### config.mk
export PLATFORM = sky130hd
export DESIGN_NAME = kcs_irq_merge
export DESIGN_NICKNAME = d
export VERILOG_FILES = /design/src/rtl/kcs_irq_pkg.sv /design/src/rtl/kcs_rst_sync.sv /design/src/rtl/kcs_irq_enable.sv /design/src/rtl/kcs_atn_status.sv /design/src/rtl/kcs_pend_flag.sv /design/src/rtl/kcs_irq_merge.sv
export SDC_FILE = /design/constraint.sdc
export NUM_CORES = 1
export LEC_CHECK = 0
export ABC_AREA = 1
export BUFFER_PORTS_ARGS = -buffer_cell sky130_fd_sc_hd__clkbuf_2
export CORE_AREA = 2 2 39 41
export CTS_CLUSTER_DIAMETER = 80
export DETAILED_ROUTE_END_ITERATION = 6
export DIE_AREA = 0 0 41 43
export GPL_TIMING_DRIVEN = 0
export SLEW_MARGIN = 20
export SYNTH_ARGS = -nofsm -noshare
export SYNTH_HDL_FRONTEND = slang
export SYNTH_SLANG_ARGS = --single-unit
### constraint.sdc
create_clock -name clk -period 0.8 [get_ports clk]
set_input_delay 0.12 -clock clk [delete_from_list [all_inputs] [get_ports clk]]
set_output_delay 0.12 -clock clk [all_outputs]
set_load 0.01 [all_outputs]
### src/rtl/kcs_irq_pkg.sv
package kcs_irq_pkg;
  localparam int NUM_SRC    = 2;
  localparam int SRC_OBF    = 0;
  localparam int SRC_ATN    = 1;
  localparam int RST_STAGES = 2;

  typedef struct packed {
    logic set;
    logic clr;
  } src_req_t;
endpackage

### src/rtl/kcs_rst_sync.sv
module kcs_rst_sync #(
  parameter int STAGES = 2
) (
  input  logic clk,
  input  logic arst_n,
  output logic rst_n_o
);
  logic [STAGES-1:0] sync_q;

  always_ff @(posedge clk or negedge arst_n) begin
    if (!arst_n) sync_q <= '0;
    else         sync_q <= {sync_q[STAGES-2:0], 1'b1};
  end

  assign rst_n_o = sync_q[STAGES-1];
endmodule

### src/rtl/kcs_irq_enable.sv
module kcs_irq_enable (
  input  logic clk,
  input  logic rst_n,
  input  logic we,
  input  logic d,
  output logic en_o
);
  logic en_q, en_d;

  always_comb begin
    en_d = en_q;
    if (we) en_d = d;
  end

  always_ff @(posedge clk or negedge rst_n) begin
    if (!rst_n) en_q <= 1'b0;
    else        en_q <= en_d;
  end

  assign en_o = en_q;

  // the enable holds its value unless it is written
  a_r1_en_hold: assert property (@(posedge clk) disable iff (!rst_n)
    !we |=> $stable(en_q));
endmodule

### src/rtl/kcs_atn_status.sv
module kcs_atn_status (
  input  logic clk,
  input  logic rst_n,
  input  logic wr,
  input  logic val,
  output logic atn_o
);
  logic atn_q, atn_d;

  always_comb begin
    atn_d = atn_q;
    if (wr) atn_d = val;
  end

  always_ff @(posedge clk or negedge rst_n) begin
    if (!rst_n) atn_q <= 1'b0;
    else        atn_q <= atn_d;
  end

  assign atn_o = atn_q;

  // a request writes its value into the attention bit
  a_r5_atn_written: assert property (@(posedge clk) disable iff (!rst_n)
    wr |=> (atn_q == $past(val)));
endmodule

### src/rtl/kcs_pend_flag.sv
module kcs_pend_flag (
  input  logic clk,
  input  logic rst_n,
  input  logic arm,
  input  logic set_req,
  input  logic clr_req,
  output logic pend_o,
  output logic pend_nxt_o
);
  logic pend_q, pend_d;

  // a set has priority over a clear in the same cycle
  always_comb begin
    pend_d = pend_q;
    if (clr_req)         pend_d = 1'b0;
    if (set_req && arm)  pend_d = 1'b1;
  end

  always_ff @(posedge clk or negedge rst_n) begin
    if (!rst_n) pend_q <= 1'b0;
    else        pend_q <= pend_d;
  end

  assign pend_o     = pend_q;
  assign pend_nxt_o = pend_d;

  // without arming, a clear flag stays clear
  a_r8_no_new_flag: assert property (@(posedge clk) disable iff (!rst_n)
    (!arm && !pend_q) |=> !pend_q);
  // an armed set wins over a simultaneous clear
  a_r9_set_wins: assert property (@(posedge clk) disable iff (!rst_n)
    (set_req && arm) |=> pend_q);
endmodule

### src/rtl/kcs_irq_merge.sv
module kcs_irq_merge
  import kcs_irq_pkg::*;
#(
  parameter int SYNC_STAGES = RST_STAGES
) (
  input  logic               clk,
  input  logic               rst_n,
  input  logic               irq_wired,
  input  logic               irq_en_we,
  input  logic               irq_en_d,
  input  logic               obf_set_pulse,
  input  logic               atn_req,
  input  logic               atn_val,
  input  logic               atn_want_irq,
  input  logic               host_rd_data,
  input  logic               host_rd_status,
  output logic               sms_atn,
  output logic               irq_line,
  output logic [NUM_SRC-1:0] pend_dbg
);
  logic               rst_n_s;
  logic               en_q;
  logic               arm;
  logic [NUM_SRC-1:0] pend_q, pend_d;
  src_req_t           req [NUM_SRC];
  logic               line_q, line_d;

  kcs_rst_sync #(.STAGES(SYNC_STAGES)) u_rst (
    .clk(clk), .arst_n(rst_n), .rst_n_o(rst_n_s));

  kcs_irq_enable u_en (
    .clk(clk), .rst_n(rst_n_s), .we(irq_en_we), .d(irq_en_d), .en_o(en_q));

  kcs_atn_status u_atn (
    .clk(clk), .rst_n(rst_n_s), .wr(atn_req), .val(atn_val), .atn_o(sms_atn));

  assign arm = irq_wired & en_q;

  assign req[SRC_OBF].set = obf_set_pulse;
  assign req[SRC_OBF].clr = host_rd_data;
  assign req[SRC_ATN].set = atn_req & atn_val & atn_want_irq;
  assign req[SRC_ATN].clr = host_rd_status | (atn_req & ~atn_val);

  for (genvar g = 0; g < NUM_SRC; g++) begin : g_src
    kcs_pend_flag u_flag (
      .clk(clk), .rst_n(rst_n_s), .arm(arm),
      .set_req(req[g].set), .clr_req(req[g].clr),
      .pend_o(pend_q[g]), .pend_nxt_o(pend_d[g]));
  end

  always_comb line_d = |pend_d;

  always_ff @(posedge clk or negedge rst_n_s) begin
    if (!rst_n_s) line_q <= 1'b0;
    else          line_q <= line_d;
  end

  assign irq_line = line_q;
  assign pend_dbg = pend_q;

  // the registered line always matches the flags
  a_r10_line_matches: assert property (@(posedge clk) disable iff (!rst_n_s)
    irq_line == (|pend_dbg));
  // an armed output-full pulse makes its flag pending
  a_r2_obf_sets: assert property (@(posedge clk) disable iff (!rst_n_s)
    (obf_set_pulse && irq_wired && en_q) |=> pend_dbg[SRC_OBF]);
  // a data read with no new pulse retires the output-full flag
  a_r3_data_read_clears: assert property (@(posedge clk) disable iff (!rst_n_s)
    (host_rd_data && !obf_set_pulse) |=> !pend_dbg[SRC_OBF]);
  // a status read with no new set retires the attention flag
  a_r4_status_read_clears: assert property (@(posedge clk) disable iff (!rst_n_s)
    (host_rd_status && !(atn_req && atn_val && atn_want_irq)) |=> !pend_dbg[SRC_ATN]);
  // clearing attention drops both the bit and its flag
  a_r6_atn_clear: assert property (@(posedge clk) disable iff (!rst_n_s)
    (atn_req && !atn_val) |=> (!sms_atn && !pend_dbg[SRC_ATN]));
  // an unwired interrupt never becomes pending
  a_r7_unwired_quiet: assert property (@(posedge clk) disable iff (!rst_n_s)
    (!irq_wired && pend_dbg == '0) |=> (pend_dbg == '0 && !irq_line));
endmodule

==> results, run 1 <==
- The run finished, with violations left.
- The final reports fail on setup timing.
- The post-synthesis cell count is 31.
- The leakage power is 0.255 nW.
- The net count after synthesis is 42.
- The critical path is of the reg2out type.
- The critical path capture point type is an output pin.
- The clock group share of total power is 0.390.
- The pre-antenna-repair detailed-routing pass consisted of 4 iterations.
- The post-synthesis share of cell area spent on full adders, half adders and majority gates is 0.
- Of the total synthesized cell area, the portion taken by XOR and XNOR cells is 0.
- The reported net switching power is 0.186 mW.
- The root buffer selected by CTS is clkbuf_4.
- The number of antenna diodes in the final layout is 0.
- Of the synthesized area, sequential elements account for 0.611.
- The count of final max-slew check failures is 0.
- For this run, design rule violations remaining after detail routing come to 0.
- The layout net count is 61.
- The area fraction of the dominant cell type after synthesis is 0.611.
- Summing internal, switching and leakage power gives 0.810 mW.
- The initial standard-cell utilization of the core is 0.207.
- In this run the worst path has a maximum fanout of 2.
- The wire length of the first global-routing pass is 745 um.
- By area the synthesized netlist is led by dfrtp_1 (61%), nand2_1 (10%), inv_1 (9.2%), buf_4 (5.2%), nand3_1 (3.5%).
- Dividing the final minimum period by the clock period gives 1.09.
- The internal portion of the total power is 0.625 mW.
- Max-cap violations in this run came to 0.
- The critical path goes through buf_6.
- The number of buffers and inverters on the critical path is 1.
- The total number of vias is 235.
- The tightest min-delay check is of the in2reg type.
- After clock tree synthesis, the clock-pin slew on the worst setup and hold paths is 0.05 ns.
- After synthesis, the largest family of logic cells by area is simple AND/OR/NAND/NOR gates.
- Summing every instance area after synthesis gives 287 um2.
- Synthesis instantiated 10 different standard cells from the library.
- After global routing the overflow that remains totals 0.
- The final count of hold timing violations is 0.
- The number of ports placed on the die boundary is 15.
- The cell at the slowest stage of the critical path is dfrtp_1.
- STA classifies the critical path startpoint as a register.
- Power spread over the standard cell area amounts to 1910 nW/um2.
- The CTS sink count is 7.
- A synthesized cell averages 9.24 um2.
- Entering global routing, the biggest net connects 6 pins.
- The maximum ir drop on the vdd rail is 0.554 mV.
- The data arrival at the endpoint of the critical path is 0.75 ns.
- The number of synthesized register bits is 7.
- The family of cells with the greatest summed delay on the critical path is flip-flops.
- The region available for standard cell placement spans 1380 um2.
- Compared with the post-synthesis result, the final layout area differs by 48.5%.
- The number of buffer cells added on primary ports is 14.
- The detailed-route vias per instance is 3.62.
- The total CTS buffers is 3.
- In this run the remaining antenna-violating nets after routing total 0.
- The floorplan step set the die height to 43 um.
- The peak per-stage delay on the critical path is 0.38 ns.
- The horizontal die dimension is 41 um.
- The via count of the first global-routing pass is 197.
- Detailed placement finished with a half-perimeter wire length of 383 um.
- The biggest area contributor in the post-synthesis netlist is dfrtp_1.
- The initial antenna violation count is 0.
- The final worst-path setup slack is -0.0728 ns.
- In this run the number of H-tree levels came out at 1.
- In the final layout, the share of cells above drive strength 1 is 0.429.
- The portion of synthesized area spent on multiplexers is 0.
- Yosys printed 0 warnings.
- The number of inserted filler cells in the final layout is 148.
- Routability-driven placement finished with a final weighted congestion of 0.648.
- The initial detailed-routing violation count is 1.
- The setup violation total in the final timing report is 4.
- Clock latency on the worst-skew pair, taken at its later pin, is 0.25 ns.
- The switching share of total power is 0.229.
- In this run the core area contains 14 standard-cell rows.
- Of the total synthesized cell area, the portion taken by AND, OR, NAND and NOR gates is 0.188.
- The global-route total usage across every layer is 0.0718.
- The die area is 1760 um2.
- TritonCTS built the clock tree.
- The combinational fraction of design power is 0.120.
- Data on the critical path is required at its endpoint by 0.68 ns.
- Setup repair after global routing could not meet its margin everywhere.
- Between clock sinks in the finished design, the worst skew comes to 0.000819 ns.
- The fraction of the mapped netlist area in compound gates is 0.0437.
- The number of buffers on the longest clock path is 2.
- The routed length per instance is 7.25 um.
- For this run, the top clock speed supported by timing is 1150 MHz.
- Once layout is complete, the utilization of the core stands at 0.307.
- The proportion of power drawn by flip-flops and latches is 0.489.
- The routed design has 471 um of wire.
- For the finished layout, the period the worst path requires is 0.873 ns.
-- synth_stat cells, drive strengths merged --
cell   number
inv         7
nand3       3
o21a        1
o21ai       1
nor2        1
conb        1
nand2       8
buf         2
dfrtp       7
-- power groups by stage --
stage,clock network [mW],registers [mW],logic [mW]
5_1_grt,0.358,0.400,0.114
3_3_place_gp,0,0.401,0.0900
2_1_floorplan,0,0.404,0.0398
4_1_cts,0.334,0.396,0.0873
6_report,0.316,0.396,0.0975
3_5_place_dp,0,0.402,0.0911
-- logic make-up (layout without fill, tap and decap cells) --
logic type,Yosys count,count (layout)
flip-flops,7,7
AND/OR/NAND/NOR,12,12
buffers and inverters,9,27
other,1,1
AO/OA/AOI/OAI,2,2
-- metal layers --
metal	global-route usage	up-vias	part of all wire
met4	0.0800	0	0.015
met2	0.0813	12	0.43
met1	0.0789	96	0.45
met3	0.0471	2	0.10
met5	0	-	0
li1	-	125	-
-- worst reg2reg max path: cells and delay by family, from the launching register on --
family | cells | cell delay [ns]
buffers and inverters | 1 | 0.14
DFF | 1 | 0.38
and+or+nand+nor | 2 | 0.14
-- layout make-up --
cell class	instances	area (um2)	area share
flip-flops and latches	7	175	0.412
repair buffers	16	100	0.235
multi-input cells	15	77.6	0.182
clock buffers	4	26.3	0.0618
inverters	7	26.3	0.0618
well taps	16	20.0	0.0471
-- path summary, 6_finish.rpt --
kind,startpoint,to,slack [ns],cells after the start
min,irq_en_we,u_en.en_o,0.07,2
min in group asynchronous,u_rst.sync_q[1],g_src[0].u_flag.pend_o,0.08,0
min reg2reg,u_rst.sync_q[1],g_src[0].u_flag.pend_o,0.08,0
max reg2reg,g_src[1].u_flag.pend_o,irq_line,0.03,3
max in group asynchronous,rst_n,u_rst.sync_q[0],0.52,2
max,g_src[1].u_flag.pend_o,pend_dbg[1],-0.07,1
-- registers in the layout (all words and copies together), names as in the netlist --
signal and count:
u_atn.atn_o 1, u_en.en_o 1, u_rst.sync_q 2, g_src.u_flag.pend_o 2
irq_line 1
-- timing repair --
action                                  CTS  global route
buffers inserted                          0             1
gates resized for setup                   0             6
endpoints found under the hold margin     2             0
endpoints found under the setup margin    4             5
hold buffers                              1             0
-- stage by stage --
stage | instances | setup slack, ns | TNS (ns) | area (um2) | hold slack, ns
after detailed placement | 61 | 0.0536 | 0 | 377 | -0.0931
final | 65 | -0.0728 | -0.257 | 425 | 0.0718
after global routing | 65 | -0.110 | -0.404 | 425 | 0.0676
after floorplan | 31 | 0.0918 | 0 | 287 | -0.176
after global placement | 61 | 0.0566 | 0 | 377 | -0.0931
after CTS | 64 | -0.0818 | -0.303 | 398 | 0.0654
-- cells in the final DEF (no fill, tap or decap) --
cell type / Yosys / routed
nand2_1: 8 / 7
dfrtp_1: 7 / 7
buf_4: 2 / 1
inv_1: 7 / 7
nand3_2: 1 / 2
buf_6: 0 / 2
nand2_2: 0 / 1
nor2_1: 1 / 1
dlygate4sd3_1: 0 / 1
conb_1: 1 / 1
nand3_1: 2 / 1
o21a_1: 1 / 1
clkbuf_1: 0 / 1
o21ai_0: 1 / 1
clkbuf_4: 0 / 3
clkbuf_2: 0 / 12
Power figures use the tool's default switching activity.
==> run 2: changes to the inputs <==
Settings changed: RECOVER_POWER from default to 25.
==> run 2 against run 1 <==
  * The run still ends with setup timing left
  * Final cell count unchanged
  * Sequential power hardly changed
  * Clock skew is essentially flat
  * Routed wire length fell by 0.42%
  * Cell area decreased by 0.29%
  * Critical path type unchanged
  * Largest cell class unchanged
  * Largest power group unchanged
  * Highest routed layer unchanged
==> results, run 2 (same netlist as run 1, synthesis figures left out) <==
- The flow ran to the end, but the final reports show violations.
- The checks that failed: setup timing.
- The placed instances occupy a cell area of 377 um2.
- The layout net count is 61.
- Of the total power, the clock network draws 0.391.
- The timing-limited maximum frequency is 1150 MHz.
- The total design power is 0.810 mW.
- The repair_antennas step left the layout with diodes totalling 0.
- The number of buffer cells added on primary ports is 14.
- Summed over all failing endpoints, the final setup total negative slack is -0.257 ns.
- The final global-route overflow total is 0.
- The class of the most critical hold timing path is in2reg.
- The routed length per instance is 7.22 um.
- Across all hold checks on the routed design, the worst slack comes to 0.0719 ns.
- The clock reaches the later pin of the worst-skew pair after 0.25 ns.
- For this block, the initial DRC count from the detailed router was 1.
- The share of total power dissipated in combinational logic is 0.120.
- The startpoint identified for the worst hold timing path is irq_en_we.
- The via count of the first global-routing pass is 197.
- OpenSTA, run right after detailed placement, puts the worst setup slack at 0.0536 ns.
- The detailed router put a total of 210 um of wire on met1.
- The vertical die dimension is 43 um.
- After layout, the worst setup slack is -0.0728 ns.
- The number of inserted filler cells in the final layout is 147.
- In the routed design, unresolved DRC markers number 0.
- In the final layout, the share of cells above drive strength 1 is 0.408.
- Leaving out fill and tap cells, the most frequent cells in the layout are clkbuf_2 (11), inv_1 (7), nand2_1 (7), dfrtp_1 (7), clkbuf_4 (3).
- The initial standard-cell utilization of the core is 0.207.
- The clock-pin transition on the worst setup and hold timing paths is 0.05 ns.
- The launching point of the worst reg2reg path is g_src[1].u_flag.pend_o.
- The finished layout holds 65 standard cells, fillers aside.
- On the final layout, the worst clock skew is 0.000840 ns.
- The analysis attributes to net switching a power of 0.186 mW.
- Of the available clock period, the critical path in the final layout requires 1.09.
- The number of detailed-route iterations in the first pass is 4.
- The cell at the slowest stage of the critical path is dfrtp_1.
- The floorplan step defined a die boundary enclosing 1760 um2.
- The horizontal die dimension is 41 um.
- Walking the worst path, the cells encountered are buf_6.
- Wire segments on met3 add up to 49 um in the final route.
- The CTS tree is yes.
- The peak per-stage delay on the critical path is 0.38 ns.
- The count of final max-slew check failures was 0.
- The initial antenna violation count came to 0.
- For the worst setup path, the data required time is 0.68 ns.
- The design internal power is 0.624 mW.
- The uppermost layer routed is met4.
- The critical-path maximum fanout is 2.
- The smallest clock period supported by the final layout is computed as 0.873 ns.
- The area of all placed cells without fillers is 424 um2.
- The critical path startpoint is g_src[1].u_flag.pend_o.
- The area growth from synthesis to layout is 48.0%.
- The number of max-cap violations is 0.
- The area of the multi-input gates is 77.6 um2.
- The library cell used most frequently in the layout, excluding fill and tap cells, is clkbuf_2.
- The root buffer selected by CTS is clkbuf_4.
- Summed over all cells, the static leakage comes to 0.252 nW.
- In the routed layout, each cell is associated on average with a via count of 3.62.
- Setup violations remaining at the end of the flow were counted as 4.
- The number of ports placed on the die boundary is 15.
- The final count of hold timing violations is 0.
- The final core utilization is 0.307.
- Dividing total power by cell area gives a power density of 1910 nW/um2.
- STA classifies the critical path endpoint as an output pin.
- In this run the standard cell core region covers 1380 um2.
- Setup repair after global routing could not meet its margin everywhere.
- The footprint of the flip-flops and latches is 175 um2.
- The wire length of the first global-routing pass is 745 um.
- Entering global routing, the biggest net connects 6 pins.
- The class of the most critical setup path is reg2out.
- The amount of wire on met2 after detailed routing is 201 um.
- In this design, the largest share of critical-path delay is due to flip-flops.
- The routed design has 469 um of wire.
- The data arrival at the endpoint of the critical path is 0.75 ns.
- The CTS sink count is 7.
- IR analysis of the VDD net gives a maximum drop of 0.591 mV.
- STA classifies the critical path startpoint as a register.
- After floorplanning, the core was divided into 14 placement rows.
- The number of buffers on the longest clock path is 2.
- For this block, the via count after detailed routing is 235.
- The total CTS buffers is 3.
- Of the total power, the share spent switching nets is 0.229.
- Across every metal layer, demand over resource in global routing totals 0.0718.
- Routability-driven placement finished with a final weighted congestion of 0.648.
- The H-tree depth reported by CTS is 1.
- In this run the remaining antenna-violating nets after routing total 0.
- The post-detailed-placement half-perimeter wirelength is 383 um.
- Together, buffers and inverters on the worst path number 1.
- The number of placed instances, taps included, is 61.
- The proportion of power drawn by flip-flops and latches is 0.490.
==> run 2: changes by cell type in the layout (fill, tap and decap cells not counted) <==
cell,delta
clkbuf_1,+1
clkbuf_2,-1
==> run 2: power by group through the flow <==
stage	sequential (mW)	clock, mW	combinational, mW
4_1_cts	0.396	0.334	0.0873
3_3_place_gp	0.401	0	0.0900
6_report	0.396	0.316	0.0968
5_1_grt	0.400	0.358	0.113
3_5_place_dp	0.402	0	0.0911
2_1_floorplan	0.404	0	0.0398
==> run 2: path summary, 6_finish.rpt <==
kind | endpoint | slack, ns | cells past startpoint
worst max register to register | irq_line | 0.03 | 3
worst min register to register | g_src[0].u_flag.pend_o | 0.08 | 0
worst max-delay path | pend_dbg[1] | -0.07 | 1
max in group asynchronous | u_rst.sync_q[0] | 0.50 | 2
min in group asynchronous | g_src[0].u_flag.pend_o | 0.08 | 0
worst min-delay path | u_en.en_o | 0.07 | 2
==> run 2: metal layers <==
metal,up-vias,GRT usage
met2,12,0.0813
li1,125,-
met4,0,0.0800
met3,2,0.0471
met1,96,0.0789
met5,-,0
==> run 2: what timing repair did <==
item | in CTS | in global routing
resized for setup | 0 | 6
hold buffers | 1 | 0
endpoints found under the hold margin | 2 | 0
setup endpoints to repair | 4 | 5
setup buffers | 0 | 1
pin swaps | 0 | 0
==> run 2: cell type report <==
type	count	share of cell area
flip-flops and latches	7	0.413
multi-input cells	15	0.183
inverters	7	0.0619
well taps	16	0.0472
repair buffers	16	0.233
clock buffers	4	0.0619
